--- src/rtl/sdf_pkg.sv ---
package sdf_pkg;

    typedef enum logic [0:0] {
        ST_KEEP = 1'b0,
        ST_DROP = 1'b1
    } sdf_state_e;

endpackage

--- src/rtl/sdf_chunk_ctrl.sv ---
module sdf_chunk_ctrl
    import sdf_pkg::*;
#(
    parameter int MAX_CH = 16,
    parameter int SKIP_W = 16,
    localparam int LEN_W = $clog2(MAX_CH + 1),
    localparam int POS_W = $clog2(MAX_CH)
) (
    input  logic              clk,
    input  logic              rst_n,
    input  logic              clear,
    input  logic [LEN_W-1:0]  cfg_len,
    input  logic [SKIP_W-1:0] cfg_skip,
    input  logic              beat,
    output logic              keep
);

    sdf_state_e        state_q, state_nx;
    logic [LEN_W-1:0]  len_q;
    logic [SKIP_W-1:0] skip_q;
    logic [POS_W-1:0]  chan_pos;
    logic [SKIP_W-1:0] scan_idx;
    logic [LEN_W-1:0]  len_eff;
    logic              last_chan;
    logic              last_scan;

    // Out-of-range lengths are pinned to the nearest legal value.
    always_comb begin
        if (cfg_len == '0)
            len_eff = LEN_W'(1);
        else if (cfg_len > LEN_W'(MAX_CH))
            len_eff = LEN_W'(MAX_CH);
        else
            len_eff = cfg_len;
    end

    assign last_chan = (LEN_W'(chan_pos) == len_q - LEN_W'(1));
    assign last_scan = (scan_idx == skip_q);

    // Next-state logic.
    always_comb begin
        state_nx = state_q;
        unique case (state_q)
            ST_KEEP: if (last_chan && !last_scan) state_nx = ST_DROP;
            ST_DROP: if (last_chan && last_scan)  state_nx = ST_KEEP;
            default: state_nx = ST_KEEP;
        endcase
    end

    // State register.
    always_ff @(posedge clk or negedge rst_n) begin
        if (!rst_n)
            state_q <= ST_KEEP;
        else if (clear)
            state_q <= ST_KEEP;
        else if (beat)
            state_q <= state_nx;
    end

    // Configuration capture and position counters.
    always_ff @(posedge clk or negedge rst_n) begin
        if (!rst_n) begin
            len_q    <= LEN_W'(1);
            skip_q   <= '0;
            chan_pos <= '0;
            scan_idx <= '0;
        end else if (clear) begin
            len_q    <= len_eff;
            skip_q   <= cfg_skip;
            chan_pos <= '0;
            scan_idx <= '0;
        end else if (beat) begin
            if (!last_chan) begin
                chan_pos <= chan_pos + POS_W'(1);
            end else begin
                chan_pos <= '0;
                scan_idx <= last_scan ? '0 : scan_idx + SKIP_W'(1);
            end
        end
    end

    // Output process.
    always_comb begin
        keep = (state_q == ST_KEEP);
    end

    AST_POS_RANGE: assert property (@(posedge clk) disable iff (!rst_n)
        LEN_W'(chan_pos) < len_q);
    AST_IDX_RANGE: assert property (@(posedge clk) disable iff (!rst_n)
        scan_idx <= skip_q);
    AST_SKIP_ZERO_KEEP: assert property (@(posedge clk) disable iff (!rst_n)
        (skip_q == '0) |-> (state_q == ST_KEEP));
    AST_CLEAR_RESTART: assert property (@(posedge clk) disable iff (!rst_n)
        clear |=> (chan_pos == '0 && scan_idx == '0 && state_q == ST_KEEP));
    AST_CFG_HOLD: assert property (@(posedge clk) disable iff (!rst_n)
        !clear |=> ($stable(len_q) && $stable(skip_q)));

endmodule

--- src/rtl/sdf_out_stage.sv ---
module sdf_out_stage #(
    parameter int DATA_W = 16
) (
    input  logic              clk,
    input  logic              rst_n,
    input  logic              clear,
    input  logic              load,
    input  logic [DATA_W-1:0] load_data,
    output logic              room,
    output logic              out_valid,
    output logic [DATA_W-1:0] out_data,
    input  logic              out_ready
);

    assign room = !out_valid || out_ready;

    always_ff @(posedge clk or negedge rst_n) begin
        if (!rst_n) begin
            out_valid <= 1'b0;
            out_data  <= '0;
        end else if (clear) begin
            out_valid <= 1'b0;
        end else if (load) begin
            out_valid <= 1'b1;
            out_data  <= load_data;
        end else if (out_ready) begin
            out_valid <= 1'b0;
        end
    end

    AST_OUT_HOLD: assert property (@(posedge clk) disable iff (!rst_n)
        (out_valid && !out_ready && !clear) |=> (out_valid && $stable(out_data)));
    AST_NO_OVERWRITE: assert property (@(posedge clk) disable iff (!rst_n)
        !(load && out_valid && !out_ready));

endmodule

--- src/rtl/scan_decim_filter.sv ---
module scan_decim_filter #(
    parameter int DATA_W = 16,
    parameter int MAX_CH = 16,
    parameter int SKIP_W = 16,
    localparam int LEN_W = $clog2(MAX_CH + 1)
) (
    input  logic              clk,
    input  logic              rst_n,
    input  logic              clear,
    input  logic [LEN_W-1:0]  cfg_scan_len,
    input  logic [SKIP_W-1:0] cfg_skip_cnt,
    input  logic              in_valid,
    input  logic [DATA_W-1:0] in_data,
    output logic              in_ready,
    output logic              out_valid,
    output logic [DATA_W-1:0] out_data,
    input  logic              out_ready
);

    logic keep;
    logic room;
    logic beat;
    logic load;

    assign in_ready = !clear && (!keep || room);
    assign beat     = in_valid && in_ready;
    assign load     = beat && keep;

    sdf_chunk_ctrl #(
        .MAX_CH (MAX_CH),
        .SKIP_W (SKIP_W)
    ) ctrl_i (
        .clk      (clk),
        .rst_n    (rst_n),
        .clear    (clear),
        .cfg_len  (cfg_scan_len),
        .cfg_skip (cfg_skip_cnt),
        .beat     (beat),
        .keep     (keep)
    );

    sdf_out_stage #(
        .DATA_W (DATA_W)
    ) stage_i (
        .clk       (clk),
        .rst_n     (rst_n),
        .clear     (clear),
        .load      (load),
        .load_data (in_data),
        .room      (room),
        .out_valid (out_valid),
        .out_data  (out_data),
        .out_ready (out_ready)
    );

    AST_CLEAR_BLOCKS_INPUT: assert property (@(posedge clk) disable iff (!rst_n)
        clear |-> !beat);

endmodule

--- config.mk ---
export PLATFORM = sky130hd
export DESIGN_NAME = scan_decim_filter
export DESIGN_NICKNAME = d
export VERILOG_FILES = /design/src/rtl/sdf_pkg.sv /design/src/rtl/sdf_chunk_ctrl.sv /design/src/rtl/sdf_out_stage.sv /design/src/rtl/scan_decim_filter.sv
export SDC_FILE = /design/constraint.sdc
export NUM_CORES = 1
export LEC_CHECK = 0
export BUFFER_PORTS_ARGS = -buffer_cell sky130_fd_sc_hd__buf_4
export CAP_MARGIN = 10
export CORE_MARGIN = 5
export CORE_UTILIZATION = 50
export CTS_CLUSTER_DIAMETER = 50
export CTS_CLUSTER_SIZE = 10
export DETAILED_ROUTE_END_ITERATION = 7
export GPL_TIMING_DRIVEN = 0
export PLACE_DENSITY = 0.78
export SYNTH_ARGS = -nofsm -noshare
export SYNTH_HDL_FRONTEND = slang
export SYNTH_SLANG_ARGS = --single-unit
export TNS_END_PERCENT = 50
--- constraint.sdc ---
create_clock -name clk -period 4.7 [get_ports clk]
set_clock_uncertainty 0.15 [all_clocks]
set_input_delay 0.705 -clock clk [delete_from_list [all_inputs] [get_ports clk]]
set_output_delay 0.705 -clock clk [all_outputs]
set_load 0.05 [all_outputs]
==> metrics.yaml, run 1 <==
timing.final.crit_period_ps: 2634
wl_per_cell_um: 15.64
layout_common_cells: "buf_4, dfrtp_1, mux2_2"
combPwrFrac: 0.210
cts_root_buf: "clkbuf_8"
tritoncts: "built"
yosysWarnings: 0
ir_worst_vdd_uv: 288.7
totalPowerFinal_w: 0.001416
arrival_ps: 2730
cts_setup_buffers: 0
route.detailed.drc: 0
synth_area_mm2: 0.002805
crit_slowest_cell: "dfstp_2"
drive_gt1_frac: 0.3774
reg2reg_slack_ps: 2070
timing.critical_path.mode_cell: "a21oi_1"
netlist_instances: 243
core_area_mm2: 0.005473
cts-buffers-inserted: 9
yosysSeqAreaShare: 0.5268
start_util: 0.5126
antenna_cells: 0
fillers: 442
r2r-start: "ctrl_i.len_q[0]"
track_usage: 0.1798
antenna_left: 0
viasPerCell: 5.454
max-cap-violations: 0
dieArea_mm2: 0.007208
finalHoldViolations: 0
hold_path.class: "input pin to async pin"
fp.dieH_um: 84.90
synth_top_area_cell: "dfrtp_1"
startpoint_type: "flip-flop"
crit_required_ps: 4790
rsz0062_at_grt: "no"
routed-wl-met3_um: 242
hold_buffers: 0
seqPwrFrac: 0.423
grt_max_degree: 60
final_nets: 358
grt_pass1_wl_um: 10210
gp_congestion: 0.8339
clock_path_buffers: 2
timing.rr.end: "ctrl_i.scan_idx[12]"
h-tree-depth: 3
grt_pass1_vias: 2172
m1WireLength_um: 2673
io_pins: 60
critical_path_class: "flip-flop to flip-flop"
first_pass_iters: 4
path_cells: "inv_1 > ha_1 > nand4b_1 > a21oi_1 > o311a_2 > a21oi_2 > buf_6 > buf_2 > o21ai_0 > a21oi_1"
wl_met2_um: 3046
p_sw_frac: 0.2887
yosysTopAreaCellShare: 0.5174
final_design_area_no_fill_mm2: 0.003565
synth_cell_types: 36
p_sw_w: 0.0004088
fin_crit_sh: 0.5604
end_kind: "flip-flop"
p_int_w: 0.001007
drt-initial-drc-count: 103
cts_resized: 0
endpoint: "ctrl_i.scan_idx[12]"
io_buffers: 59
synth_area_leaders: "dfrtp_1, mux2_2, xnor2_1, a21oi_1, o21ai_0"
outcome: "finished clean"
top_layer_used: "met4"
p_leak_nw: 1.550
maxSlewHeadroom: 0.5114
synth-seq-cells: 59
antenna_found_initial: 0
dp_hpwl_um: 4561
vias: 2127
power_frac_clock: 0.366
syn_avg_cell_area_um2: 11.54
slew_violations: 0
area_growth_pct: 27.07
path_buf_inv: 3
path_depth: 10
syn_nets: 288
clkTransAtPathRegs_ps: 70
overflow: 0
max_slew.worst_pin.slew_ps: 732.9
final.setup.tns_ps: 0
die_width_um: 84.90
cellPowerDensity_mw_per_mm2: 397.2
final_util: 0.6513
max_stage_delay_ps: 550
finalWirelength_um: 6100
clock-sinks: 59
rr_worst_depth: 10
fp-row-count: 27
startpoint: "ctrl_i.len_q[0]"
finalSetupViolCount: 0
cp_max_fo: 10
place_area_mm2: 0.003338
critPathTopFamily: "compound AO/OA/AOI/OAI gates"
mostFrequentLayoutCell: "buf_4"
clk_latency_ps: 330
max_freq_mhz: 379.7
-- how the worst min path moves through the flow --
stage,cells past startpoint,endpoint,startpoint
4_1_cts,1,stage_i.out_data[4],rst_n
3_5_place_dp,1,stage_i.out_data[13],stage_i.out_data[13]
2_1_floorplan,0,ctrl_i.chan_pos[0],rst_n
6_report,1,ctrl_i.skip_q[12],rst_n
3_3_place_gp,1,stage_i.out_data[9],stage_i.out_data[9]
5_1_grt,1,ctrl_i.skip_q[15],rst_n
-- routing by layer --
layer  GRT usage  vias to the layer above
met2      0.2819                       53
li1            -                     1027
met1      0.2324                     1037
met5           0                        -
met3     0.05243                       10
met4     0.07770                        0
-- worst reg2reg max path, stage by stage (launching register included) --
cell and delay (ps):
dfstp_2 550, inv_1 60, ha_1 240, nand4b_1 120
a21oi_1 70, o311a_2 450, a21oi_2 240, buf_6 170
buf_2 220, o21ai_0 130, a21oi_1 150
-- state kept, by name, summed over array words and instances, names as in the netlist --
signal and flops:
ctrl_i.chan_pos 4, ctrl_i.len_q 5, ctrl_i.scan_idx 16, ctrl_i.skip_q 16
ctrl_i.state_q 1, stage_i.out_data 16, stage_i.out_valid 1
-- power by group through the flow --
stage / Sequential [W] / Clock, W / Combinational [W]
global placement: 0.000605 / 0 / 0.000295
CTS: 0.000600 / 0.000529 / 0.000302
global route: 0.000607 / 0.000557 / 0.000317
floorplan: 0.000696 / 0 / 0.0000998
detailed placement: 0.000609 / 0 / 0.000301
finish: 0.000599 / 0.000519 / 0.000298
-- cells by family (layout without fill, tap and decap cells) --
kind of cell / count (synthesis) / in the layout / share of synthesized area
simple gates: 65 / 65 / 0.1334
flops: 59 / 59 / 0.5268
compound gates: 43 / 43 / 0.09189
buf+inv: 16 / 91 / 0.02542
mux: 35 / 35 / 0.1405
xor+xnor: 22 / 22 / 0.06869
fa+ha+maj: 3 / 3 / 0.01338
-- cell usage after synthesis (all sizes together) --
cell	n
nor4	1
nor2	8
nor4b	1
nor3b	1
o31ai	4
nand2	9
mux2	35
a22o	3
ha	3
dfrtp	58
and3	4
nor3	3
or4	4
buf	7
or2	1
a21o	1
nand4b	1
nand3b	4
o21ai	14
nand3	7
nand4	7
a31o	1
o32ai	1
or3	11
o311a	1
a31oi	1
xnor2	20
inv	7
and2	3
clkbuf	2
dfstp	1
a21oi	17
xor2	2
-- layout make-up --
class,count,area (µm²),area share
flip-flops and latches,59,1478,0.4145
multi-input cells,168,1256,0.3524
repair buffers,59,442.9,0.1243
clock buffers,11,151.4,0.04247
well taps,72,90.09,0.02527
clock inverters,5,75.07,0.02106
plain buffers,9,45.04,0.01264
inverters,7,26.28,0.007371
-- stage by stage --
stage,hold WS (ps),std cells,worst slack (ps)
after floorplan,259.4,243,1755
after CTS,301.7,390,2055
after global routing,335.2,390,1922
after global placement,341.5,374,2076
after detailed placement,346.7,374,2050
final,280.7,390,2066
Power figures use the tool's default switching activity.
==> inputs of run 2 (changes only) <==
--- a/config.mk
+++ b/config.mk
@@ -8,12 +8,12 @@
 export BUFFER_PORTS_ARGS = -buffer_cell sky130_fd_sc_hd__buf_4
 export CAP_MARGIN = 10
 export CORE_MARGIN = 5
-export CORE_UTILIZATION = 50
+export CORE_UTILIZATION = 49
 export CTS_CLUSTER_DIAMETER = 50
 export CTS_CLUSTER_SIZE = 10
 export DETAILED_ROUTE_END_ITERATION = 7
 export GPL_TIMING_DRIVEN = 0
-export PLACE_DENSITY = 0.78
+export PLACE_DENSITY = 0.8
 export SYNTH_ARGS = -nofsm -noshare
 export SYNTH_HDL_FRONTEND = slang
 export SYNTH_SLANG_ARGS = --single-unit
==> constraint.sdc (replaced) <==
create_clock -name clk -period 2.3 [get_ports clk]
set_clock_uncertainty 0.15 [all_clocks]
set_input_delay 0.345 -clock clk [delete_from_list [all_inputs] [get_ports clk]]
set_output_delay 0.345 -clock clk [all_outputs]
set_load 0.05 [all_outputs]
==> metrics.yaml, run 2 (synthesized netlist as in run 1, its figures left out) <==
track_usage: 0.1929  # +0.01308
io_buffers: 59  # unchanged
clk_latency_ps: 350  # +20 ps
hold_path.class: "input pin to flip-flop"
p_sw_frac: 0.3167  # +0.02798
placedCellCount: 374  # unchanged
seqPwrFrac: 0.431  # +0.008
fp.dieH_um: 85.66  # +0.90%
final_nets: 365  # +2.0%
dieArea_mm2: 0.007338  # +1.8%
max_slew.worst_pin.slew_ps: 745.3  # +12.34 ps
finalSetupViolCount: 12  # +12
drive_gt1_frac: 0.4338  # +0.05649
wl_per_cell_um: 17.12  # +9.4%
finalWirelength_um: 6795  # +11%
viasPerCell: 5.587  # +2.4%
clkTransAtPathRegs_ps: 70  # about the same
grt_max_degree: 60  # unchanged
grt_pass1_wl_um: 11050  # +8.3%
timing.final.ws_setup_ps: -37.33  # -2104 ps
timing.final.crit_period_ps: 2337  # -296.4 ps
cts_root_buf: "clkbuf_8"
crit_required_ps: 2420  # -2370 ps
slew_violations: 0  # unchanged
grt_pass1_vias: 2323  # +7.0%
outcome: "finished with violations"
p_int_w: 0.001945  # +93%
pre_cts_slack_ps: -239.2  # -2289 ps
antenna_left: 0  # unchanged
combPwrFrac: 0.230  # +0.020
layout_common_cells: "buf_4, dfrtp_1, mux2_2"
core_area_mm2: 0.005540  # +1.2%
cp_max_fo: 6  # -4
clock_path_buffers: 2  # unchanged
min-delay-start: "out_ready"
die_width_um: 85.66  # +0.90%
end_kind: "flip-flop"
fin_cells: 397  # +1.8%
area_growth_pct: 32.29
overflow: 0  # unchanged
place_area_mm2: 0.003362  # +0.71%
violations: "setup timing"
dp_hpwl_um: 4627  # +1.4%
r2r-start: "ctrl_i.len_q[0]"
mostFrequentLayoutCell: "buf_4"
cellPowerDensity_mw_per_mm2: 767.0  # +93%
antenna_cells: 0  # unchanged
h-tree-depth: 3  # unchanged
tritoncts: "built"
maxSlewHeadroom: 0.5032  # -0.008223
fillers: 425  # -3.8%
final_design_area_no_fill_mm2: 0.003711  # +4.1%
first_pass_iters: 4  # unchanged
max_freq_mhz: 427.8  # +13%
fp-row-count: 27  # unchanged
startpoint_type: "flip-flop"
reg.largest.list: "ctrl_i.scan_idx: 16 flops, ctrl_i.skip_q: 16 flops, stage_i.out_data: 16 flops"
final.setup.tns_ps: -245.1  # -245.1 ps
drt-initial-drc-count: 158  # +53%
startpoint: "ctrl_i.len_q[0]"
start_util: 0.5063  # -0.006251
p_leak_nw: 1.573  # +1.5%
ir_worst_vdd_uv: 644.3  # +120%
vias: 2218  # +4.3%
fin_crit_sh: 1.016  # +0.4559
arrival_ps: 2450  # -280 ps
power_frac_clock: 0.339  # -0.027
p_sw_w: 0.0009015  # +120%
route.detailed.drc: 0  # unchanged
clock-sinks: 59  # unchanged
cts-buffers-inserted: 9  # unchanged
io_pins: 60  # unchanged
critical_path_class: "flip-flop to flip-flop"
finalHoldViolations: 0  # unchanged
gp_congestion: 0.8046  # -3.5%
antenna_found_initial: 0  # unchanged
rsz0062_at_grt: "yes"
max-cap-violations: 0  # unchanged
run 2: final cells by class:
| class | instances | area, µm² | share of cell area |
|---|---|---|---|
| plain buffers | 9 | 62.56 | 0.01686 |
| clock buffers | 10 | 137.6 | 0.03709 |
| clock inverters | 6 | 65.06 | 0.01753 |
| inverters | 7 | 26.28 | 0.007080 |
| multi-input cells | 168 | 1335 | 0.3597 |
| flip-flops and latches | 59 | 1479 | 0.3985 |
| well taps | 72 | 90.09 | 0.02428 |
| repair buffers | 66 | 515.5 | 0.1389 |
run 2: metal layers:
metal  GRT usage  vias up  part of all wire  routed length (µm)
li1            -     1031                 -                   -
met1      0.2396     1119              0.41                2795
met2      0.3192       56              0.53                3608
met3     0.03362       12             0.038                 256
met4      0.1050        0             0.020                 135
met5           0        -                 0                   0
run 2: timing repair:
action	in CTS	in global routing
gates cloned	1	1
endpoints found under the setup margin	17	16
hold buffers	1	0
endpoints found under the hold margin	58	0
gates resized for setup	7	17
pin swaps	7	5
setup buffers	3	1
run 2: stage by stage:
stage | util | hold WS [ps] | total power [W]
after detailed placement | 0.6068 | 305.1 | 0.001870
after global placement | 0.6068 | 302.9 | 0.001847
after floorplan | - | -100.6 | 0.001633
final | 0.6698 | 49.61 | 0.002846
after CTS | 0.6558 | 43.37 | 0.002839
after global routing | 0.6698 | 51.01 | 0.002959
run 2: power groups by stage:
stage | sequential [W] | clock [W] | combinational, W
2_1_floorplan | 0.00142 | 0 | 0.000210
3_3_place_gp | 0.00124 | 0 | 0.000610
3_5_place_dp | 0.00125 | 0 | 0.000624
4_1_cts | 0.00123 | 0.000969 | 0.000644
5_1_grt | 0.00124 | 0.00103 | 0.000693
6_report | 0.00123 | 0.000966 | 0.000654
run 2: worst paths after layout:
kind | depth (start not counted) | slack (ps) | to
worst max-delay path | 10 | -40 | ctrl_i.scan_idx[11]
worst min-delay path | 2 | 50 | stage_i.out_valid
worst max register to register | 10 | -40 | ctrl_i.scan_idx[11]
worst min register to register | 1 | 360 | stage_i.out_data[3]
max in group asynchronous | 2 | 1000 | stage_i.out_valid
min in group asynchronous | 2 | 460 | ctrl_i.skip_q[6]
run 2: critical path: stages, from the launching register on:
cell and delay, ps:
dfstp_2 540, inv_2 50, ha_4 160, nand4b_1 110, a21oi_2 70, o311a_4 410
a21oi_4 230, buf_6 170, buf_8 120, o21ai_0 80, a21oi_1 140
==> inputs of run 3 (changes only) <==
--- a/config.mk
+++ b/config.mk
@@ -13,7 +13,8 @@
 export CTS_CLUSTER_SIZE = 10
 export DETAILED_ROUTE_END_ITERATION = 7
 export GPL_TIMING_DRIVEN = 0
-export PLACE_DENSITY = 0.8
+export PLACE_DENSITY = 0.76
+export RECOVER_POWER = 25
 export SYNTH_ARGS = -nofsm -noshare
 export SYNTH_HDL_FRONTEND = slang
 export SYNTH_SLANG_ARGS = --single-unit
==> metrics.yaml, run 3 (synthesized netlist as in run 1, its figures left out) <==
end_kind: "flip-flop"
grt_max_degree: 60  # unchanged
mostFrequentLayoutCell: "buf_4"
start_util: 0.5063  # unchanged
grt_busiest_layer: "met2"
fin_crit_sh: 1.006  # -0.01014
path_cells: "inv_2 > ha_4 > nand4b_1 > a21oi_2 > o311a_4 > a21oi_4 > buf_6 > buf_6 > o21ai_0 > a21oi_1"
route.detailed.drc: 0  # unchanged
h-tree-depth: 3  # unchanged
max_stage_delay_ps: 540  # about the same
core_area_mm2: 0.005540  # unchanged
max_slew.worst_pin.slew_ps: 1436  # +690.6 ps
path_buf_inv: 3  # unchanged
fp-row-count: 27  # unchanged
reg2reg_slack_ps: -10  # +20 ps
antenna_cells: 0  # unchanged
violations: "setup timing"
p_sw_w: 0.0008502  # -5.7%
cellPowerDensity_mw_per_mm2: 813.5  # +6.1%
timing.critical_path.mode_cell: "buf_6"
timing.rr.end: "ctrl_i.scan_idx[10]"
seqPwrFrac: 0.406  # -0.025
outcome: "finished with violations"
clkTransAtPathRegs_ps: 70  # about the same
clk_latency_ps: 340  # about the same
grt_pass1_wl_um: 10740  # -2.9%
track_usage: 0.1890  # -0.003831
slew_violations: 0  # unchanged
reg.largest.list: "ctrl_i.scan_idx: 16 flops, ctrl_i.skip_q: 16 flops, stage_i.out_data: 16 flops"
cts-buffers-inserted: 9  # unchanged
clock_path_buffers: 2  # unchanged
io_pins: 60  # unchanged
max-cap-violations: 0  # unchanged
arrival_ps: 2430  # -20 ps
max_freq_mhz: 432.2  # +1.0%
p_int_w: 0.002160  # +11%
final_nets: 362  # -0.82%
area_growth_pct: 31.89
rr_worst_depth: 10  # unchanged
ir_worst_vdd_uv: 506.9  # -21%
antenna_left: 0  # unchanged
grtUsageMet3: 0.04323  # +0.009606
startpoint_type: "flip-flop"
maxSlewHeadroom: 0.04275  # -0.4604
timing.final.ws_setup_ps: -14.01  # +23.32 ps
holdPathEnd: "stage_i.out_valid"
layout_common_cells: "buf_4, dfrtp_1, mux2_2"
crit_slowest_cell: "dfstp_2"
cp_max_fo: 10  # +4
p_sw_frac: 0.2825  # -0.03426
rsz0062_at_grt: "yes"
final.setup.tns_ps: -59.06  # +186.1 ps
dp_hpwl_um: 4574  # -1.2%
dieArea_mm2: 0.007338  # unchanged
die_width_um: 85.66  # unchanged
viasPerCell: 5.530  # -1.0%
timing.final.crit_period_ps: 2314  # -23.32 ps
power_frac_clock: 0.382  # +0.043
critPathTopFamily: "compound AO/OA/AOI/OAI gates"
clock-sinks: 59  # unchanged
finalHoldViolations: 0  # unchanged
min-delay-start: "out_ready"
use_met1: 0.2534  # +0.01378
crit_required_ps: 2420  # about the same
finalWirelength_um: 6365  # -6.3%
hold_path.class: "input pin to flip-flop"
final_util: 0.6678  # -0.002032
overflow: 0  # unchanged
first_pass_iters: 4  # unchanged
wl_per_cell_um: 16.15  # -5.6%
grt_pass1_vias: 2198  # -5.4%
tritoncts: "built"
antenna_found_initial: 0  # unchanged
critical_path_class: "flip-flop to flip-flop"
fp.dieH_um: 85.66  # unchanged
p_leak_nw: 1.573  # about the same
drive_gt1_frac: 0.4193  # -0.01459
drt-initial-drc-count: 139  # -12%
combPwrFrac: 0.211  # -0.019
gp_congestion: 0.8739  # +8.6%
io_buffers: 59  # unchanged
use_met2: 0.2804  # -0.03884
vias: 2179  # -1.8%
finalSetupViolCount: 8  # -4
r2r-start: "ctrl_i.len_q[0]"
cts_root_buf: "clkbuf_8"
hold_depth: 2  # unchanged
## run 3: cell types whose count changed in the layout (fill, tap and decap cells not counted), moves of 2 or more
cell | previous run | this run
clkbuf_1 | 1 | 4
o21ai_0 | 9 | 14
clkinvlp_4 | 4 | 1
o21ai_2 | 2 | 0
buf_4 | 64 | 61
o21ai_1 | 3 | 0
bufinv_16 | 1 | 3
## run 3: final cells by class
cell class / count / area (µm²)
multi-input combinational: 168 / 1330
inverter: 7 / 26.28
clock buffer: 12 / 145.1
timing repair buffer: 63 / 476.7
clock inverter: 4 / 97.59
buffer: 9 / 55.05
tap: 72 / 90.09
fill: 433 / 1841
sequential: 59 / 1479
## run 3: power groups by stage
stage	Sequential [W]	Combinational (W)	Clock [W]
2_1_floorplan	0.00142	0.000210	0
3_3_place_gp	0.00123	0.000609	0
3_5_place_dp	0.00124	0.000621	0
4_1_cts	0.00122	0.000639	0.00117
5_1_grt	0.00124	0.000676	0.00123
6_report	0.00122	0.000636	0.00115
## run 3: per-stage QoR
stage,cells,setup WS (ps),instance area [µm²],total power [W],hold WS (ps)
detailed placement,374,-195.2,3362,0.001862,301.1
global placement,374,-132.0,3362,0.001844,310.1
finish,394,-14.01,3700,0.003010,49.21
CTS,393,-0.06839,3672,0.003033,39.67
global route,394,-168.5,3700,0.003146,32.41
floorplan,243,11.60,2829,0.001633,-100.6
## run 3: worst max-delay path by stage
| stage | cells past startpoint | from | slack (ps) | end |
|---|---|---|---|---|
| final | 10 | ctrl_i.len_q[0] | -10 | ctrl_i.scan_idx[10] |
| after global routing | 10 | ctrl_i.len_q[0] | -170 | ctrl_i.scan_idx[10] |
| after CTS | 9 | ctrl_i.len_q[0] | -0.07 | ctrl_i.scan_idx[7] |
| after detailed placement | 10 | ctrl_i.len_q[0] | -200 | ctrl_i.scan_idx[12] |
| after global placement | 10 | ctrl_i.len_q[0] | -130 | ctrl_i.scan_idx[11] |
| after floorplan | 6 | stage_i.out_valid | 10 | stage_i.out_data[10] |
## run 3: what timing repair did
action | 4_1_cts | 5_1_grt
hold endpoints to repair | 58 | 0
cloned | 1 | 0
gates resized for setup | 9 | 9
setup buffers | 1 | 1
hold buffers | 1 | 0
pin swaps | 6 | 1
endpoints found under the setup margin | 17 | 14
## run 3: worst register-to-register path: stages, from the launching register on
cell and delay [ps]:
dfstp_2 540, inv_2 50, ha_4 160, nand4b_1 110, a21oi_2 70, o311a_4 410
a21oi_4 240, buf_6 150, buf_6 130, o21ai_0 100, a21oi_1 140
## run 3: routing by layer
| layer | share of wire | vias to the layer above |
|---|---|---|
| li1 | - | 1027 |
| met1 | 0.44 | 1077 |
| met2 | 0.48 | 57 |
| met3 | 0.043 | 18 |
| met4 | 0.033 | 0 |
| met5 | 0 | - |
